[src/rtl/dsmac_tap.sv]
`timescale 1ns/1ps
module dsmac_tap #(
  parameter int W = 8,
  parameter int N = 2
) (
  input  logic         clk,
  input  logic         rst_n,
  input  logic         first_dig,
  input  logic         last_dig,
  input  logic [N-1:0] prod_lo,
  input  logic [N-1:0] prod_hi,
  input  logic [N-1:0] acc_in0,
  input  logic [N-1:0] acc_in1,
  input  logic [N-1:0] acc_in2,
  output logic [N-1:0] acc_out0,
  output logic [N-1:0] acc_out1,
  output logic [N-1:0] acc_out2
);
  localparam int P   = W / N;
  localparam int DLY = P - 1;
  localparam int LW  = 3 * N;

  logic [LW-1:0] tail;
  logic [LW-1:0] addend;
  logic [LW-1:0] dig_q;
  logic [2:0]    cy_q;
  logic [2:0]    cin;
  logic          sgn_q;
  logic [N:0]    sum [3];

  generate
    if (DLY == 0) begin : g_nodly
      assign tail = {acc_in2, acc_in1, acc_in0};
    end else begin : g_dly
      logic [LW-1:0] pipe_q [DLY];
      always_ff @(posedge clk) begin
        if (!rst_n) begin
          for (int i = 0; i < DLY; i++) pipe_q[i] <= '0;
        end else begin
          pipe_q[0] <= {acc_in2, acc_in1, acc_in0};
          for (int i = 1; i < DLY; i++) pipe_q[i] <= pipe_q[i-1];
        end
      end
      assign tail = pipe_q[DLY-1];
    end
  endgenerate

  assign addend = {{N{sgn_q}}, prod_hi, prod_lo};

  assign cin[0] = first_dig ? 1'b0    : cy_q[0];
  assign cin[1] = first_dig ? cy_q[0] : cy_q[1];
  assign cin[2] = first_dig ? cy_q[1] : cy_q[2];

  always_comb begin
    for (int k = 0; k < 3; k++)
      sum[k] = {1'b0, addend[k*N +: N]} + {1'b0, tail[k*N +: N]} + {{N{1'b0}}, cin[k]};
  end

  always_ff @(posedge clk) begin
    if (!rst_n) begin
      cy_q  <= '0;
      dig_q <= '0;
      sgn_q <= 1'b0;
    end else begin
      for (int k = 0; k < 3; k++) begin
        cy_q[k]          <= sum[k][N];
        dig_q[k*N +: N]  <= sum[k][N-1:0];
      end
      if (last_dig) sgn_q <= prod_hi[N-1];
    end
  end

  assign acc_out0 = dig_q[N-1:0];
  assign acc_out1 = dig_q[2*N-1:N];
  assign acc_out2 = dig_q[LW-1:2*N];
endmodule

[config.mk]
export PLATFORM = sky130hd
export DESIGN_NAME = dsmac_tap
export DESIGN_NICKNAME = d
export VERILOG_FILES = /design/src/rtl/dsmac_tap.sv
export SDC_FILE = /design/constraint.sdc
export NUM_CORES = 1
export LEC_CHECK = 0
export BUFFER_PORTS_ARGS = -buffer_cell sky130_fd_sc_hd__buf_2
export CAP_MARGIN = 20
export CORE_MARGIN = 10
export CORE_UTILIZATION = 46
export CTS_CLUSTER_DIAMETER = 200
export DETAILED_ROUTE_END_ITERATION = 6
export GPL_TIMING_DRIVEN = 0
export PLACE_DENSITY = 0.79
export SLEW_MARGIN = 20
export SYNTH_ARGS = -nofsm -noshare
export SYNTH_HDL_FRONTEND = slang
export SYNTH_SLANG_ARGS = --single-unit
export TNS_END_PERCENT = 30
[constraint.sdc]
create_clock -name clk -period 1.5 [get_ports clk]
set_input_delay 0.375 -clock clk [delete_from_list [all_inputs] [get_ports clk]]
set_output_delay 0.375 -clock clk [all_outputs]
set_load 0.05 [all_outputs]
==> results.json <==
{
  "r2r_start": "cy_q[1]",
  "clockBufferDepth": 2,
  "yosys_warnings": 0,
  "dr.first_iter.drc_count": 1,
  "dp_hpwl_um": 1080,
  "cts_max_level": 1,
  "port_buffers": 19,
  "drt_wl_total_um": 1340,
  "rsz0062_at_grt": "yes",
  "tightestPinTransition_ps": 203,
  "critPathMaxStageDelay_ps": 490,
  "dr.pass1.iters": 2,
  "drc_errors": 0,
  "setup_viol": 1,
  "leakage_uw": 0.000499,
  "grt_pass1_vias": 596,
  "fin_cells": 129,
  "p_switching_uw": 293,
  "drive_gt1_frac": 0.294,
  "slew_headroom": 0.861,
  "synthCells": 79,
  "cap_violations": 0,
  "setup_ws_ps": -7.18,
  "top_level_ports": 20,
  "path_buf_inv": 0,
  "grt.overflow.total": 0,
  "synth_top_area_cell": "dfxtp_1",
  "final_cell_mix": "dfxtp_1 (25), buf_2 (19), and2_1 (18)",
  "hold_viol": 0,
  "cp_data_required_time_ps": 1740,
  "cp-startpoint": "cy_q[1]",
  "placed_cells": 125,
  "root_buffer": "clkbuf_4",
  "critical_path_class": "flop to flop",
  "placed_area_sq_um": 1090,
  "reg2reg_depth": 4,
  "fin_setup_tns_ps": -7.18,
  "rows": 16,
  "vias_per_cell": 4.26,
  "slew_viol_final": 0,
  "clk_pin_slew_ps": 140,
  "ys_seq_area_frac": 0.585,
  "worst_r2r_endpoint": "dig_q[3]",
  "whs_ps": 248,
  "layout_commonest_cell": "dfxtp_1",
  "fin_worst_skew_ps": 2.13,
  "area_growth_pct": 19.8,
  "n_antenna_cell": 0,
  "synth_area_leaders": "dfxtp_1 (58%), fa_1 (13%), and2_1 (12%), nor2b_1 (5.2%), inv_1 (4.3%)",
  "end_kind": "flop",
  "antenna_found_initial": 0,
  "p_int_uw": 1100,
  "peakVddDrop_mv": 0.835,
  "syn_area_sq_um": 958,
  "grt_first_pass_wirelength_um": 2440,
  "gp_congestion": 0.696,
  "timing.final.crit_share": 1.00,
  "synth_area_per_cell_sq_um": 12.1,
  "cp_max_fo": 2,
  "clkSinkCount": 28,
  "finalInstanceArea_sq_um": 1150,
  "synth_top_area_share": 0.585,
  "fill_cells": 185,
  "routedWlPerCell_um": 10.4,
  "cts_tree": "built",
  "outcome": "complete, but fails checks",
  "syn_nets": 99,
  "yosysUniqueCellTypes": 9,
  "crit_path_end": "dig_q[3]",
  "core_sq_um": 1960,
  "seqPwrFrac": 0.563,
  "p_clk_frac": 0.342,
  "power_frac_comb": 0.095,
  "postRouteAntennaNets": 0,
  "hp-class": "input pin to flop",
  "die-area_sq_um": 4310,
  "crit_cells": 4,
  "vias": 549,
  "worstPathCellList": "mux2i_1 -> fa_2 -> fa_1 -> and2b_1",
  "cp_slowest_cell": "fa_1",
  "nets": 123,
  "start_kind": "flop",
  "track_usage": 0.0721,
  "initial_core_util": 0.489,
  "p_per_area_nw_per_um2": 1210,
  "fin_crit_ps": 1510,
  "grt_max_degree": 17,
  "switching_share": 0.210,
  "synth-seq-cells": 28,
  "violations": "setup timing",
  "dieHeight_um": 65.6,
  "max_freq_mhz": 663,
  "die_w_um": 65.6,
  "critPathTopFamily": "adder cells",
  "worstPathArrival_ps": 1740,
  "cts_buffers": 3,
  "worstSkewPairLatency_ps": 320,
  "r2r_slack_ps": -7
}
==> worst min path at each step <==
stage	cells after the start	start	slack, ps	endpoint
after floorplan	1	g_dly.pipe_q[0][4]	410	g_dly.pipe_q[0][10]
after global placement	1	g_dly.pipe_q[0][5]	410	g_dly.pipe_q[0][11]
after detailed placement	1	g_dly.pipe_q[0][4]	420	g_dly.pipe_q[0][10]
after CTS	2	acc_in1[0]	230	g_dly.pipe_q[0][2]
after global routing	2	acc_in0[0]	220	g_dly.pipe_q[0][0]
final	2	acc_in1[0]	250	g_dly.pipe_q[0][2]
==> state kept, by name (all words and copies together), names as in the netlist <==
name          count
cy_q              3
dig_q             6
g_dly.pipe_q     18
sgn_q             1
==> kinds of logic after synthesis <==
kind of cell | Yosys count | share of synthesized area
multiplexers | 3 | 0.0313
flip-flops | 28 | 0.585
adder cells (fa/ha/maj) | 6 | 0.125
buffers and inverters | 13 | 0.0666
AND/OR/NAND/NOR | 29 | 0.192
==> metrics by stage <==
stage               power (uW)   util  setup slack, ps
floorplan                  891      -            -62.6
global placement           928  0.555             -215
detailed placement         936  0.555             -242
CTS                       1420  0.585            -19.7
global route              1470  0.585            -59.3
finish                    1390  0.585            -7.18
==> routing by layer <==
metal / global-route usage / wire length, um / up-vias
met3: 0.0492 / 145 / 2
met4: 0.0241 / 14 / 0
met2: 0.124 / 661 / 19
li1: - / - / 274
met5: 0 / 0 / -
met1: 0.0663 / 515 / 254
==> cells in the mapped netlist <==
library cell and instances:
inv_1 11, and2b_1 2, and2_1 18, fa_1 6
buf_6 2, nand2b_1 1, nor2b_1 8, mux2i_1 3
dfxtp_1 28
==> layout make-up <==
cell class / instances / area (sq um) / area share
buffer: 2 / 22.5 / 0.0196
clock buffer: 3 / 22.5 / 0.0196
clock inverter: 1 / 30.0 / 0.0261
inverter: 11 / 41.3 / 0.0359
multi-input combinational: 38 / 339 / 0.295
sequential: 28 / 564 / 0.491
tap: 27 / 33.8 / 0.0294
timing repair buffer: 19 / 95.1 / 0.0828
==> power by group through the flow <==
stage	Combinational (uW)	Clock (uW)	Sequential [uW]
floorplan	50.8	0	841
global placement	128	0	799
detailed placement	134	0	801
CTS	135	495	785
global route	148	532	789
finish	132	477	784
==> repair_timing <==
item / 4_1_cts / 5_1_grt
setup endpoints to repair: 2 / 1
setup buffers: 0 / 0
pin swaps: 0 / 0
resized for setup: 4 / 0
hold buffers: 0 / 0
(Power assumes the default switching activity.)
